--- config.mk ---
export PLATFORM = sky130hd
export DESIGN_NAME = dsd_phase_resync
export DESIGN_NICKNAME = d
export VERILOG_FILES = /design/src/rtl/dsd_rsync_pkg.sv /design/src/rtl/dsd_edge_det.sv /design/src/rtl/dsd_dual_capture.sv /design/src/rtl/dsd_phase_seq.sv /design/src/rtl/dsd_mute_timer.sv /design/src/rtl/dsd_phase_resync.sv
export SDC_FILE = /design/constraint.sdc
export NUM_CORES = 1
export LEC_CHECK = 0
export BUFFER_PORTS_ARGS = -buffer_cell sky130_fd_sc_hd__buf_4
export CAP_MARGIN = 15
export CORE_UTILIZATION = 25
export CTS_BUF_LIST = sky130_fd_sc_hd__clkbuf_2 sky130_fd_sc_hd__clkbuf_4 sky130_fd_sc_hd__clkbuf_8
export DETAILED_ROUTE_END_ITERATION = 10
export GPL_ROUTABILITY_DRIVEN = 1
export GPL_TIMING_DRIVEN = 0
export HOLD_SLACK_MARGIN = 0.12
export PLACE_DENSITY = 0.52
export SLEW_MARGIN = 25
export SYNTH_ARGS = -nofsm -noshare
export SYNTH_HDL_FRONTEND = slang
export SYNTH_SLANG_ARGS = --single-unit
--- constraint.sdc ---
create_clock -name clk_i -period 2.1 [get_ports clk_i]
set_input_delay 0.42 -clock clk_i [delete_from_list [all_inputs] [get_ports clk_i]]
set_output_delay 0.42 -clock clk_i [all_outputs]
set_load 0.01 [all_outputs]
--- src/rtl/dsd_rsync_pkg.sv ---
package dsd_rsync_pkg;
  typedef enum logic [1:0] {
    SEQ_IDLE      = 2'd0,
    SEQ_WAIT_FALL = 2'd1,
    SEQ_WAIT_WORD = 2'd2
  } seq_state_e;

  typedef enum logic [1:0] {
    RATE_1X  = 2'd0,
    RATE_2X  = 2'd1,
    RATE_4X  = 2'd2,
    RATE_RSV = 2'd3
  } rate_e;

  // edge detector lanes
  localparam int unsigned EI_BCLK   = 0;
  localparam int unsigned EI_BCLK_N = 1;
  localparam int unsigned EI_WORD   = 2;
  localparam int unsigned EI_INIT   = 3;
  localparam int unsigned EI_SYNC   = 4;
  localparam int unsigned EDGE_W    = 5;
endpackage

--- src/rtl/dsd_edge_det.sv ---
module dsd_edge_det #(
  parameter int unsigned   W       = 1,
  parameter logic [W-1:0]  RST_VAL = '0
) (
  input  logic         clk_i,
  input  logic         rst_ni,
  input  logic [W-1:0] sig_i,
  output logic [W-1:0] rise_o
);
  logic [W-1:0] sig_q;

  always_ff @(posedge clk_i or negedge rst_ni) begin
    if (!rst_ni) sig_q <= RST_VAL;
    else         sig_q <= sig_i;
  end

  assign rise_o = sig_i & ~sig_q;
endmodule

--- src/rtl/dsd_dual_capture.sv ---
module dsd_dual_capture #(
  parameter int unsigned NCH = 6
) (
  input  logic           clk_i,
  input  logic           rst_ni,
  input  logic           bclk_rise_i,
  input  logic           bclk_fall_i,
  input  logic [NCH-1:0] data_i,
  output logic [NCH-1:0] buf_a_o,
  output logic [NCH-1:0] buf_b_o,
  output logic           phase_o
);
  always_ff @(posedge clk_i or negedge rst_ni) begin
    if (!rst_ni) begin
      buf_a_o <= '0;
      phase_o <= 1'b0;
    end else if (bclk_rise_i) begin
      buf_a_o <= data_i;
      phase_o <= ~phase_o;
    end
  end

  // half-period delayed copy
  always_ff @(posedge clk_i or negedge rst_ni) begin
    if (!rst_ni)          buf_b_o <= '0;
    else if (bclk_fall_i) buf_b_o <= buf_a_o;
  end
endmodule

--- src/rtl/dsd_phase_seq.sv ---
module dsd_phase_seq
  import dsd_rsync_pkg::*;
(
  input  logic clk_i,
  input  logic rst_ni,
  input  logic req_i,
  input  logic bclk_fall_i,
  input  logic word_rise_i,
  input  logic phase_i,
  output logic sel_next_o,
  output logic sel_b_o,
  output logic apply_o,
  output logic busy_o
);
  seq_state_e state_q;
  logic       flag_q;

  always_comb begin
    apply_o    = (state_q == SEQ_WAIT_WORD) && word_rise_i && !req_i;
    sel_next_o = apply_o ? flag_q : sel_b_o;
    busy_o     = (state_q != SEQ_IDLE);
  end

  always_ff @(posedge clk_i or negedge rst_ni) begin
    if (!rst_ni) begin
      state_q <= SEQ_IDLE;
      flag_q  <= 1'b0;
    end else if (req_i) begin
      state_q <= SEQ_WAIT_FALL;
    end else begin
      unique case (state_q)
        SEQ_IDLE: ;
        SEQ_WAIT_FALL:
          if (bclk_fall_i) begin
            flag_q  <= phase_i;
            state_q <= SEQ_WAIT_WORD;
          end
        SEQ_WAIT_WORD:
          if (word_rise_i) state_q <= SEQ_IDLE;
        default: state_q <= SEQ_IDLE;
      endcase
    end
  end

  always_ff @(posedge clk_i or negedge rst_ni) begin
    if (!rst_ni)      sel_b_o <= 1'b0;
    else if (apply_o) sel_b_o <= flag_q;
  end
endmodule

--- src/rtl/dsd_mute_timer.sv ---
module dsd_mute_timer
  import dsd_rsync_pkg::*;
#(
  parameter int unsigned LEN_1X = 10,
  parameter int unsigned LEN_2X = 18,
  parameter int unsigned LEN_4X = 36
) (
  input  logic       clk_i,
  input  logic       rst_ni,
  input  logic [1:0] rate_i,
  input  logic       apply_i,
  input  logic       word_rise_i,
  input  logic       busy_i,
  output logic       mute_o
);
  localparam int unsigned MAX_A = (LEN_1X > LEN_2X) ? LEN_1X : LEN_2X;
  localparam int unsigned MAX_L = (MAX_A > LEN_4X) ? MAX_A : LEN_4X;
  localparam int unsigned CNT_W = $clog2(MAX_L + 1);

  logic [CNT_W-1:0] cnt_q;
  logic [CNT_W-1:0] load_val;

  always_comb begin
    unique case (rate_e'(rate_i))
      RATE_1X: load_val = CNT_W'(LEN_1X);
      RATE_2X: load_val = CNT_W'(LEN_2X);
      default: load_val = CNT_W'(LEN_4X);
    endcase
  end

  always_ff @(posedge clk_i or negedge rst_ni) begin
    if (!rst_ni)                         cnt_q <= '0;
    else if (apply_i)                    cnt_q <= load_val;
    else if (word_rise_i && cnt_q != '0) cnt_q <= cnt_q - 1'b1;
  end

  assign mute_o = busy_i || (cnt_q != '0);
endmodule

--- src/rtl/dsd_phase_resync.sv ---
module dsd_phase_resync
  import dsd_rsync_pkg::*;
#(
  parameter int unsigned NCH    = 6,
  parameter int unsigned MUTE_1X = 10,
  parameter int unsigned MUTE_2X = 18,
  parameter int unsigned MUTE_4X = 36
) (
  input  logic           clk_i,
  input  logic           rst_ni,
  input  logic           dsd_bclk_i,
  input  logic [NCH-1:0] dsd_data_i,
  input  logic           word_clk_i,
  input  logic           init_ni,
  input  logic           resync_i,
  input  logic [1:0]     rate_i,
  output logic [NCH-1:0] filt_data_o,
  output logic           filt_valid_o,
  output logic           sel_b_o,
  output logic           mute_o
);
  localparam logic [EDGE_W-1:0] EDGE_RST = EDGE_W'(1) << EI_BCLK_N;

  logic [EDGE_W-1:0] edge_sig, edge_rise;
  logic              bclk_rise, bclk_fall, word_rise, req;
  logic [NCH-1:0]    buf_a, buf_b;
  logic              phase, sel_next, apply, busy;

  always_comb begin
    edge_sig            = '0;
    edge_sig[EI_BCLK]   = dsd_bclk_i;
    edge_sig[EI_BCLK_N] = ~dsd_bclk_i;
    edge_sig[EI_WORD]   = word_clk_i;
    edge_sig[EI_INIT]   = init_ni;
    edge_sig[EI_SYNC]   = resync_i;
  end

  dsd_edge_det #(.W(EDGE_W), .RST_VAL(EDGE_RST)) u_edge (
    .clk_i (clk_i),
    .rst_ni(rst_ni),
    .sig_i (edge_sig),
    .rise_o(edge_rise)
  );

  assign bclk_rise = edge_rise[EI_BCLK];
  assign bclk_fall = edge_rise[EI_BCLK_N];
  assign word_rise = edge_rise[EI_WORD];
  assign req       = edge_rise[EI_INIT] | edge_rise[EI_SYNC];

  dsd_dual_capture #(.NCH(NCH)) u_cap (
    .clk_i      (clk_i),
    .rst_ni     (rst_ni),
    .bclk_rise_i(bclk_rise),
    .bclk_fall_i(bclk_fall),
    .data_i     (dsd_data_i),
    .buf_a_o    (buf_a),
    .buf_b_o    (buf_b),
    .phase_o    (phase)
  );

  dsd_phase_seq u_seq (
    .clk_i      (clk_i),
    .rst_ni     (rst_ni),
    .req_i      (req),
    .bclk_fall_i(bclk_fall),
    .word_rise_i(word_rise),
    .phase_i    (phase),
    .sel_next_o (sel_next),
    .sel_b_o    (sel_b_o),
    .apply_o    (apply),
    .busy_o     (busy)
  );

  dsd_mute_timer #(.LEN_1X(MUTE_1X), .LEN_2X(MUTE_2X), .LEN_4X(MUTE_4X)) u_mute (
    .clk_i      (clk_i),
    .rst_ni     (rst_ni),
    .rate_i     (rate_i),
    .apply_i    (apply),
    .word_rise_i(word_rise),
    .busy_i     (busy),
    .mute_o     (mute_o)
  );

  always_ff @(posedge clk_i or negedge rst_ni) begin
    if (!rst_ni) begin
      filt_data_o  <= '0;
      filt_valid_o <= 1'b0;
    end else begin
      filt_valid_o <= word_rise;
      if (word_rise) filt_data_o <= sel_next ? buf_b : buf_a;
    end
  end
endmodule

; ---- After elaboration in Yosys (flattened, before gate mapping)
; Cells that the tools add are included.
[classes]
n_addsub = 1
n_eq_ne = 6
n_mux = 9
bitwise_logic = 6
reduce_logical = 12
[op_table]
columns = cell, n
row1 = $mux W6, 3
row2 = $pmux W6 S2, 1
row3 = $mux W2, 3
row4 = $ne A3 B2 Y1 const B, 2
row5 = $pmux W2 S3, 1
row6 = $reduce_and A3 Y1, 2
row7 = $reduce_bool A6 Y1, 1
row8 = $sub A6 B1 Y6 const B, 1
row9 = $and A5 B5 Y5, 1
row10 = $not A5 Y5, 1
row11 = $eq A2 B1 Y1 const B, 2
row12 = $logic_not A2 Y1, 2
row13 = $reduce_bool A2 Y1, 2
row14 = $logic_and A1 B1 Y1, 3
row15 = $not A1 Y1, 3
row16 = $eq A2 B2 Y1 const B, 1
row17 = $ne A2 B1 Y1 const B, 1
row18 = $logic_not A1 Y1, 1
row19 = $logic_or A1 B1 Y1, 1
row20 = $mux W1, 1
row21 = $or A1 B1 Y1, 1
[word_totals]
regBits = 35
in_bits = 14

; ---- Longest topological paths before layout
; Gate-level depths: netlist (run 1).
[logic_depth]
word_depth = 7
ltp_mapped = 6
ltp_nobuf = 6

; ---- By module
; A second synthesis (run 1) with hierarchy kept.
[hier_totals]
hier_cells = 126
hier_area_um2 = 1652.8
[by_module_without_submodules]
columns = mod, n_inst, cells_each, area_each_um2, seq_area_each_um2
row1 = dsd_dual_capture, 1, 28, 536.8, 325.3
row2 = dsd_mute_timer, 1, 45, 406.6, 150.1
row3 = dsd_phase_resync, 1, 29, 314.1, 175.2
row4 = dsd_phase_seq, 1, 14, 200.2, 100.1
row5 = dsd_edge_det, 1, 10, 195.2, 126.4

; ---- Worst setup path after synthesis (run 1)
; OpenSTA, ideal clock, no wires.
[synth_timing]
path_kind = reg-to-output
start = register u_mute.cnt_q[0]
end = output mute_o
arrival_ns = 1.316
required_ns = 1.680
setup_slack_ns = 0.364
path_stages_with_launch = 6
n_path_buf = 0
path_cell_list = dfrtp_1 inv_1 ha_1 nor3b_2 nand2_1 or3_1
[synth_between]
elab_chain_cells = 2
[synth_lines]
columns = item, line_no
row1 = "start, declared", dsd_mute_timer.sv:20  ; logic [CNT_W-1:0] cnt_q;
row2 = "start signal, assigned", dsd_mute_timer.sv:33  ; else if (apply_i) cnt_q <= load_val;
row3 = "start signal, assigned", dsd_mute_timer.sv:34  ; else if (word_rise_i && cnt_q != '0) cnt_q <= cnt_q - 1'b1;
row4 = $reduce_bool A6 Y1, dsd_mute_timer.sv:37  ; assign mute_o = busy_i || (cnt_q != '0);
row5 = $logic_or A1 B1 Y1, dsd_mute_timer.sv:37
row6 = "end, declared", dsd_phase_resync.sv:20  ; output logic mute_o
; Every way passes these cells.

; ---- Worst setup path in the final report (run 1)
; Same ends and word-level chain as after synthesis.

==> results.ini, run 1 <==
[flow_run]
max_cap_violations = 0

[synth]
syn_avg_cell_area_um2 = 11.6
ys_ff_latch = 35
yosysUniqueCellTypes = 38
synth_edf_count = 0
async_flop_share_pct = 100
yosys_warnings = 0
synth_top_cell_by_area = dfrtp_1
ys.flop_type = dfrtp_1
synthCells = 138
synthTopCellsByArea = dfrtp_1, mux2_2, nor2_1, o21ai_0, a31oi_1
synth_area_mm2 = 0.00160
synth_commonest_cells = dfrtp_1, mux2_2, nor2_1, o21ai_0, a21oi_1
synth_top_area_share_pct = 53.2
yosysMostFrequentCell = dfrtp_1
seq_area_frac_synth_pct = 54.9
synth_nets = 154

[clock_tree]
clock_path_buffers = 2
cts_tree = yes
path_clk_slew_ns = 0.07
cts-root-buf = clkbuf_8
htreeDepth = 2
cts_made_buffers = 5
clock-sinks = 35
clk_latency_ns = 0.29

[drt]
viasPerCell = 4.92
ant_nets = 0
post_drt_wl_per_cell_um = 14.1
drt-pass1-iter-count = 4
wirelength_um = 3540
first_iter_violations = 64
vias = 1235
drcViolationCount = 0

[cells_and_area]
regArea_um2 = 877
diodes = 0
synthToLayoutAreaGrowth_pct = 28.2
multi_input_area_um2 = 724
fillerInstances = 616
final_layout_size_suffix_gt1_share_pct = 37.5
nets = 191
final_cell_area_mm2 = 0.00205

[global_route]
grt_util_met3_pct = 3.44
grt_pass1_wl_um = 5960
grt.busiest_layer = met2
use_met2_pct = 17.9
grt_overflow_total = 0
met1_usage_pct = 16.4
antenna_found_initial = 0
grt_max_degree = 36
grt.total_usage_pct = 11.9
first_global_vias = 1199

[floorplan]
core-area_mm2 = 0.00606
ios = 23
die_y_um = 82.0
die_x_um = 82.0
die_area_mm2 = 0.00672
start_util_pct = 26.4
num_rows = 28

[pwr]
power_mw = 2.13
pwr-share-clk_pct = 24.6
leakagePower_nw = 0.882
swShare_pct = 31.2
irDropWorstVdd_mv = 0.399
cellPowerDensity_mw_per_mm2 = 1040
comb_power_share_pct = 30.1
power_frac_seq_pct = 45.3
switching_power_mw = 0.664
p_int_mw = 1.47

[place]
gp_congestion = 0.764
portBuffers = 22
dpl.hpwl_um = 2410
placed_area_mm2 = 0.00186

[min_path]
holdPathStages = 1
hold_path_class = input port to register

[setup_path]
crit_buf_inv = 2
rr_worst_depth = 6
cp_slowest_cell = dfrtp_1
cp.required_ns = 1.68
path_cells = inv_2 -> ha_4 -> nor3b_4 -> nand2_2 -> or3_4 -> buf_6
setup.worst_path.end_class = output port
cpPeakStageDelay_ns = 0.39
crit_type = register to output port
cp-start-kind = register
path_delay_family = simple AND/OR/NAND/NOR gates
cp.depth = 6
worstPathMaxFanout = 2
worstPathArrival_ns = 1.67

[timing]
hold_viol = 0
rsz0062_at_grt = yes
setup_viol = 0
tns_ns = 0
worst_pin_slew_ns = 0.593
fin_skew_ns = 0.00628
period_needed_ns = 2.09
clock.fmax_ghz = 0.479
min_period_over_period_pct = 99.4
relSlewSlack_pct = 60.4
fin_hold_ws_ns = 0.249
maxSlewViolCount = 0

[run_status]
outcome = complete, no violations

[stage by stage]
stage	cells	setup slack [ns]	util, %
2_1_floorplan	138	0.364	-
3_3_place_gp	235	0.0613	30.7
3_5_place_dp	235	0.0600	30.7
4_1_cts	249	0.0193	33.5
5_1_grt	251	-0.0548	33.8
6_report	251	0.0135	33.8
[path summary, 6_finish.rpt]
path,from,to,slack (ns)
worst max-delay path,u_mute.cnt_q[0]$_DFFE_PN0P_,mute_o,0.01
worst min-delay path,word_clk_i,u_edge.sig_q[2]$_DFF_PN0_,0.25
worst max register to register,u_mute.cnt_q[1]$_DFFE_PN0P_,u_mute.cnt_q[5]$_DFFE_PN0P_,0.43
worst min register to register,u_cap.phase_o$_DFFE_PN0P_,u_cap.phase_o$_DFFE_PN0P_,0.47
max in group asynchronous,rst_ni,u_edge.sig_q[1]$_DFF_PN1_,1.14
min in group asynchronous,rst_ni,u_edge.sig_q[4]$_DFF_PN0_,0.62
[final cells by class]
class	count	share of cell area [%]
tap	75	4.58
sequential	35	42.8
timing repair buffer	30	11.3
buffer	2	0.427
clock buffer	6	4.03
clock inverter	2	0.794
multi-input combinational	97	35.3
inverter	4	0.733
[kinds of logic after synthesis]
family,share of synthesized area (%)
and+or+nand+nor,17.2
DFF,54.9
AOI/OAI and AO/OA,13.2
muxes,11.1
buffers and inverters,1.49
adders and majority gates,1.56
xor gates and xnor gates,0.548
[layer usage]
| metal | vias to the layer above | routed length (µm) |
|---|---|---|
| met5 | - | 0 |
| met3 | 5 | 148 |
| li1 | 577 | - |
| met1 | 626 | 1760 |
| met2 | 27 | 1600 |
| met4 | 0 | 32 |
[worst reg2reg max path, delay by kind of cell, from the launching register on]
family | cells | cell delay (ns)
and+or+nand+nor | 2 | 0.69
DFF | 1 | 0.40
buffers and inverters | 2 | 0.26
AOI/OAI and AO/OA | 1 | 0.14
muxes | 1 | 0.10
[sequential cells by signal, indices dropped and copies added (netlist names)]
signal	flops
u_mute.cnt_q	6
u_seq.flag_q	1
u_cap.phase_o	1
u_cap.buf_b_o	6
u_seq.sel_b_o	1
u_edge.sig_q	5
filt_data_o	6
u_seq.state_q	2
u_cap.buf_a_o	6
filt_valid_o	1
[timing repair]
| item | 4_1_cts | 5_1_grt |
|---|---|---|
| buffers inserted | 5 | 2 |
| resized for setup | 7 | 1 |
| pin swaps | 2 | 2 |
| endpoints found under the setup margin | 1 | 1 |
| hold buffers | 1 | 0 |
| gates cloned | 0 | 0 |
| hold endpoints to repair | 34 | 0 |
[placed cells by master, fill, tap and decap left out, types with 2 or more instances in the layout]
cell type / instances
nor3_1: 4
nand2b_1: 5
o21ai_0: 9
mux2_2: 14
nor2_1: 13
o21ai_1: 2
buf_4: 28
dfrtp_1: 34
nand3_1: 3
nor3b_1: 2
clkbuf_8: 6
o2bb2ai_1: 2
nor2b_1: 2
a211o_1: 2
inv_1: 2
a31oi_1: 6
nor2b_2: 2
inv_2: 2
a21oi_1: 7
mux2i_1: 2
and3_1: 3
[power by group through the flow]
stage                     clock (mW)  combinational, mW  sequential, mW
after floorplan                    0              0.332           0.953
after global placement             0              0.479           0.979
after detailed placement           0              0.485           0.976
after CTS                      0.543              0.613           0.961
after global routing           0.570              0.716           0.992
final                          0.525              0.640           0.965
No activity file was read; power rests on OpenSTA's default activity.
==> run 2: changes to the inputs <==
Clock period 2.1 ns to 2.05 ns, I/O delays scaled along.
==> run 2 against run 1 <==
The flow now finishes with violations (setup timing). Critical path depth did not move. Combinational power grew 13%. Die area stayed put. Flip-flop and latch count stayed put. Count of clock-buffer cells in the layout unchanged. Final area rose by 2.1%. Critical path type unchanged. Largest cell class unchanged.
==> results.ini, run 2 (synthesized netlist as in run 1, its figures left out) <==
[pwr]
switching_power_mw = 0.697  ; +5.0%
comb_power_share_pct = 32.2  ; +2.1 points
pwr-share-clk_pct = 23.9  ; -0.7 points
irDropWorstVdd_mv = 0.433  ; +8.4%
power_frac_seq_pct = 43.9  ; -1.4 points
cellPowerDensity_mw_per_mm2 = 1070  ; +3.3%
leakagePower_nw = 0.902  ; +2.3%
swShare_pct = 31.0  ; -0.12 points
p_int_mw = 1.55  ; +5.6%

[cells_and_area]
final_cell_area_mm2 = 0.00209  ; +2.1%
synthToLayoutAreaGrowth_pct = 30.8
fillerInstances = 617  ; +0.16%
multi_input_area_um2 = 729  ; +0.69%
nets = 196  ; +2.6%
layout_common_cells = dfrtp_1, buf_4, mux2_2
regArea_um2 = 877  ; unchanged
final_common_cell = dfrtp_1
diodes = 0  ; unchanged
final_layout_size_suffix_gt1_share_pct = 39.8  ; +2.3 points

[timing]
rsz0062_at_grt = yes
worst_pin_slew_ns = 0.602  ; +0.00902 ns
hold_viol = 0  ; unchanged
fin_skew_ns = 0.00614  ; -0.000146 ns
maxSlewViolCount = 0  ; unchanged
min_period_over_period_pct = 102
setup_viol = 1  ; +1
fin_hold_ws_ns = 0.241  ; -0.00863 ns
tns_ns = -0.0343  ; -0.0343 ns
fin_ws_ns = -0.0343  ; -0.0478 ns
period_needed_ns = 2.08
relSlewSlack_pct = 59.7  ; -0.60 points
clock.fmax_ghz = 0.480

[place]
gp_congestion = 0.764  ; unchanged
dpl.hpwl_um = 2410  ; unchanged
placed_area_mm2 = 0.00186  ; unchanged
portBuffers = 22  ; unchanged

[clock_tree]
cts_made_buffers = 5  ; unchanged
htreeDepth = 2  ; unchanged
cts-root-buf = clkbuf_8
path_clk_slew_ns = 0.07  ; about the same
cts_tree = yes
clock_path_buffers = 2  ; unchanged
clock-sinks = 35  ; unchanged
clk_latency_ns = 0.29  ; about the same

[setup_path]
cp.required_ns = 1.64  ; -0.04 ns
r2r_setup_slack_ns = 0  ; -0.43 ns
worstReg2RegStart = u_mute.cnt_q[1]$_DFFE_PN0P_
path_cells = inv_2 -> ha_4 -> nor3b_4 -> nand2_2 -> or3_4 -> buf_6
setup.worst_path.end_class = output port
worstPathArrival_ns = 1.67  ; about the same
cp_slowest_cell = dfrtp_1
rr_worst_depth = 11  ; +5
worstPathMaxFanout = 2  ; unchanged
path_delay_family = simple AND/OR/NAND/NOR gates
cp-start-kind = register
cpPeakStageDelay_ns = 0.39  ; about the same
reg2reg_to = u_mute.cnt_q[2]$_DFFE_PN0P_
crit_type = register to output port
crit_buf_inv = 2  ; unchanged

[flow_run]
max_cap_violations = 0  ; unchanged

[drt]
ant_nets = 0  ; unchanged
post_drt_wl_per_cell_um = 14.4  ; +2.4%
first_iter_violations = 59  ; -7.8%
viasPerCell = 4.94  ; +0.43%
drt-pass1-iter-count = 4  ; unchanged
drcViolationCount = 0  ; unchanged
wirelength_um = 3700  ; +4.4%
vias = 1265  ; +2.4%

[min_path]
whs_endpoint = u_edge.sig_q[2]$_DFF_PN0_
hold_path_class = input port to register
holdPathStages = 1  ; unchanged
hold_path.startpoint = word_clk_i

[floorplan]
start_util_pct = 26.4  ; unchanged
die_y_um = 82.0  ; unchanged
die_area_mm2 = 0.00672  ; unchanged
core-area_mm2 = 0.00606  ; unchanged
ios = 23  ; unchanged
num_rows = 28  ; unchanged
die_x_um = 82.0  ; unchanged

[global_route]
antenna_found_initial = 0  ; unchanged
grt_overflow_total = 0  ; unchanged
grt_pass1_wl_um = 6130  ; +2.9%
grt.total_usage_pct = 12.3  ; +0.40 points
first_global_vias = 1255  ; +4.7%
grt_max_degree = 36  ; unchanged

[run_status]
violations = setup timing
outcome = complete, but fails checks

run 2: cell types whose count changed in the layout (fill, tap and decap cells not counted):
cell / before / now
buf_4: 28 / 33
and3_4: 0 / 1
and3_1: 3 / 2
run 2: worst max path at each step:
| stage | startpoint | endpoint | slack [ns] | cells past startpoint |
|---|---|---|---|---|
| global placement | u_mute.cnt_q[0]$_DFFE_PN0P_ | mute_o | 0.02 | 6 |
| floorplan | u_mute.cnt_q[0]$_DFFE_PN0P_ | mute_o | 0.32 | 5 |
| finish | u_mute.cnt_q[1]$_DFFE_PN0P_ | mute_o | -0.03 | 6 |
| global route | u_mute.cnt_q[0]$_DFFE_PN0P_ | mute_o | -0.1 | 6 |
| detailed placement | u_mute.cnt_q[0]$_DFFE_PN0P_ | mute_o | 0.02 | 6 |
| CTS | u_mute.cnt_q[0]$_DFFE_PN0P_ | mute_o | -0.004 | 6 |
run 2: layout make-up:
cell class | count | area share [%]
Timing Repair Buffer | 35 | 12.9
Multi-Input combinational cell | 97 | 34.9
Clock buffer | 6 | 3.95
Tap cell | 75 | 4.49
Clock inverter | 2 | 0.778
Buffer | 2 | 0.419
Sequential cell | 35 | 41.9
Inverter | 4 | 0.718
run 2: power groups by stage:
stage / Clock (mW) / Combinational [mW] / Sequential (mW)
2_1_floorplan: 0 / 0.340 / 0.976
3_3_place_gp: 0 / 0.491 / 1.00
3_5_place_dp: 0 / 0.497 / 1.00
4_1_cts: 0.556 / 0.682 / 0.985
5_1_grt: 0.584 / 0.800 / 1.01
6_report: 0.537 / 0.722 / 0.986
run 2: stage by stage:
stage	power [mW]	std cells	setup slack, ns	utilization, %
floorplan	1.32	138	0.324	-
global placement	1.49	235	0.0213	30.7
detailed placement	1.50	235	0.0200	30.7
CTS	2.22	254	-0.00403	34.2
global route	2.40	256	-0.0997	34.5
finish	2.24	256	-0.0343	34.5
run 2: per-layer routing:
layer  vias up  wire length (µm)  global-route usage (%)
li1        589                 -                       -
met2        31              1680                    18.8
met5         -                 0                       0
met1       638              1830                    16.4
met3         7               142                    3.56
met4         0                40                    4.39
run 2: timing repair:
item / in CTS / in global routing
pin swaps: 2 / 3
endpoints found under the hold margin: 34 / 0
gates resized for setup: 8 / 1
buffers inserted: 10 / 2
cloned: 0 / 0
setup endpoints to repair: 1 / 3
hold buffers: 1 / 0
==> run 3: changes to the inputs <==
Settings changed: ABC_AREA from default to 1.
==> run 3 against run 2 <==
The flow now finishes without violations. Count of clock-buffer cells in the layout is the same. Sequential power is 7.0% lower. First-iteration DRC count is 27% lower. Sequential share of layout area up 1.7 points. Critical endpoint unchanged. Largest power group unchanged.
==> results.ini, run 3 <==
[timing]
fin_skew_ns = 0.00522  ; -0.000920 ns
min_period_over_period_pct = 88.4  ; -13 points
period_needed_ns = 1.81  ; -0.272 ns
maxSlewViolCount = 0  ; unchanged
rsz0062_at_grt = no
hold_viol = 0  ; unchanged
tns_ns = 0  ; +0.0343 ns
relSlewSlack_pct = 71.2  ; +11 points
setup_viol = 0  ; -1
clock.fmax_ghz = 0.552  ; +15%
worst_pin_slew_ns = 0.432  ; -0.169 ns

[pwr]
pwr-share-clk_pct = 25.1  ; +1.2 points
switching_power_mw = 0.637  ; -8.6%
leakagePower_nw = 1.03  ; +14%
comb_power_share_pct = 28.1  ; -4.1 points
power_frac_seq_pct = 46.9  ; +3.0 points
cellPowerDensity_mw_per_mm2 = 973  ; -9.3%
irDropWorstVdd_mv = 0.403  ; -7.0%
swShare_pct = 32.6  ; +1.5 points
p_int_mw = 1.32  ; -15%

[clock_tree]
clock-sinks = 35  ; unchanged
clock_path_buffers = 2  ; unchanged
ctsResizeCount = 0  ; -8
path_clk_slew_ns = 0.07  ; about the same
htreeDepth = 2  ; unchanged
cts_setup_buffers = 0  ; -10
cts_made_buffers = 5  ; unchanged
hold_buffers = 1  ; unchanged
clk_latency_ns = 0.28  ; about the same
cts-root-buf = clkbuf_8
cts_tree = yes

[synth]
yosysUniqueCellTypes = 26  ; -32%
muxShareOfSynthArea_pct = 0  ; -11 points
synth_commonest_cells = nand2_1, dfrtp_1, inv_1, nand3_1, nor2_1
synth_top_area_share_pct = 51.5  ; -1.7 points
synthXorXnorAreaFrac_pct = 2.65  ; +2.1 points
synth_nets = 201  ; +31%
yosys_warnings = 0  ; unchanged
ys.flop_type = dfrtp_1
synth_compound_area_share_pct = 5.76  ; -7.5 points
synth_top_cell_by_area = dfrtp_1
ys_ff_latch = 35  ; unchanged
synth_area_mm2 = 0.00165  ; +3.3%
async_flop_share_pct = 100  ; unchanged
yosysMostFrequentCell = nand2_1
syn_avg_cell_area_um2 = 8.93  ; -23%
synth_edf_count = 0  ; unchanged
synthCells = 185  ; +34%
synth_top_family_by_area = simple AND/OR/NAND/NOR gates
synthTopCellsByArea = dfrtp_1, nand2_1, nand3_1, inv_1, nand2_4
synthAdderAreaFrac_pct = 1.52  ; -0.050 points
synthSimpleGateAreaFrac_pct = 28.5  ; +11 points
seq_area_frac_synth_pct = 53.1  ; -1.7 points

[global_route]
first_global_vias = 1121  ; -11%
grt_overflow_total = 0  ; unchanged
grt.total_usage_pct = 9.75  ; -2.5 points
grt_pass1_wl_um = 5330  ; -13%
grt_max_degree = 36  ; unchanged
antenna_found_initial = 0  ; unchanged

[drt]
routed-wl-met3_um = 140  ; -1.4%
ant_nets = 0  ; unchanged
highest_layer = met4
first_iter_violations = 43  ; -27%
wl_met1_um = 1510  ; -18%
wirelength_um = 3080  ; -17%
drt-pass1-iter-count = 4  ; unchanged
vias = 1193  ; -5.7%
drcViolationCount = 0  ; unchanged
viasPerCell = 4.07  ; -18%
wl_met2_um = 1400  ; -17%
post_drt_wl_per_cell_um = 10.5  ; -27%

[floorplan]
core-area_mm2 = 0.00635  ; +4.8%
num_rows = 29  ; +3.6%
die_x_um = 83.3  ; +1.6%
die_area_mm2 = 0.00694  ; +3.2%
die_y_um = 83.3  ; +1.6%
start_util_pct = 26.0  ; -0.37 points
ios = 23  ; unchanged

[place]
gp_congestion = 0.767  ; +0.46%
placed_area_mm2 = 0.00191  ; +3.0%
dp_cells = 284  ; +21%
dpl.hpwl_um = 2310  ; -4.0%
portBuffers = 22  ; unchanged

[min_path]
whs_endpoint = u_edge.sig_q[3]$_DFF_PN0_
hold_path_class = input port to register
holdPathStages = 1  ; unchanged
hold_path.startpoint = init_ni

[setup_path]
setup.worst_path.end_class = output port
cp.required_ns = 1.64  ; about the same
rr_worst_depth = 9  ; -2
worstReg2RegStart = u_mute.cnt_q[0]$_DFFE_PN0P_
reg2reg_to = u_mute.cnt_q[4]$_DFFE_PN0P_
r2r_setup_slack_ns = 0.70  ; +0.70 ns
worstPathArrival_ns = 1.40  ; -0.27 ns
cp-start-kind = register
crit_type = register to output port
worstPathMaxFanout = 6  ; +4

[run_status]
outcome = complete, no violations

[cells_and_area]
synthToLayoutAreaGrowth_pct = 21.8
final_common_cell = nand2_1
layout_common_cells = nand2_1, dfrtp_1, inv_1
stdcell_count = 293  ; +14%
nets = 231  ; +18%
final_layout_size_suffix_gt1_share_pct = 23.6  ; -16 points
diodes = 0  ; unchanged
final_cell_area_mm2 = 0.00201  ; -3.8%

[flow_run]
max_cap_violations = 0  ; unchanged

[run 3: layout make-up]
class | count | area, µm²
inverter | 31 | 121
clock buffer | 6 | 76.3
sequential | 35 | 877
multi-input combinational | 116 | 634
timing repair buffer | 23 | 175
clock inverter | 2 | 12.5
tap | 77 | 96.3
buffer | 3 | 18.8
fill | 662 | 4340
[run 3: layer usage]
layer | GRT usage [%] | up-vias
li1 | - | 637
met1 | 12.3 | 532
met2 | 15.3 | 20
met3 | 3.38 | 4
met4 | 3.76 | 0
met5 | 0 | -
[run 3: logic make-up after synthesis]
group,after synthesis
AOI/OAI and AO/OA,18
xor gates and xnor gates,5
adders and majority gates,2
buffers and inverters,34
DFF,35
and+or+nand+nor,91
[run 3: power groups by stage]
stage | clock, mW | combinational [mW] | sequential (mW)
after global routing | 0.545 | 0.633 | 0.932
after global placement | 0 | 0.548 | 0.927
after floorplan | 0 | 0.396 | 0.923
final | 0.491 | 0.549 | 0.917
after detailed placement | 0 | 0.554 | 0.927
after CTS | 0.508 | 0.560 | 0.916
[run 3: worst max-delay path, stage by stage, from the launching register on]
cell and delay, ns:
dfrtp_1 0.36, inv_1 0.15, ha_1 0.17, nand4_1 0.11, nand3b_1 0.18, buf_4 0.15
[run 3: how the worst max path moves through the flow]
stage,startpoint,end,slack [ns],depth (start not counted)
after global routing,u_mute.cnt_q[0]$_DFFE_PN0P_,mute_o,0.17,5
after CTS,u_mute.cnt_q[0]$_DFFE_PN0P_,mute_o,0.21,5
final,u_mute.cnt_q[0]$_DFFE_PN0P_,mute_o,0.24,5
after global placement,u_mute.cnt_q[0]$_DFFE_PN0P_,mute_o,0.52,5
after floorplan,u_mute.cnt_q[0]$_DFFE_PN0P_,mute_o,0.73,4
after detailed placement,u_mute.cnt_q[0]$_DFFE_PN0P_,mute_o,0.53,5
[run 3: per-stage QoR]
| step | power, mW | hold slack [ns] | utilization, % | setup slack (ns) |
|---|---|---|---|---|
| CTS | 1.98 | 0.236 | 31.7 | 0.209 |
| global route | 2.11 | 0.224 | 31.7 | 0.172 |
| floorplan | 1.32 | 0.114 | - | 0.733 |
| global placement | 1.47 | 0.393 | 30.1 | 0.522 |
| finish | 1.96 | 0.244 | 31.7 | 0.238 |
| detailed placement | 1.48 | 0.392 | 30.1 | 0.528 |
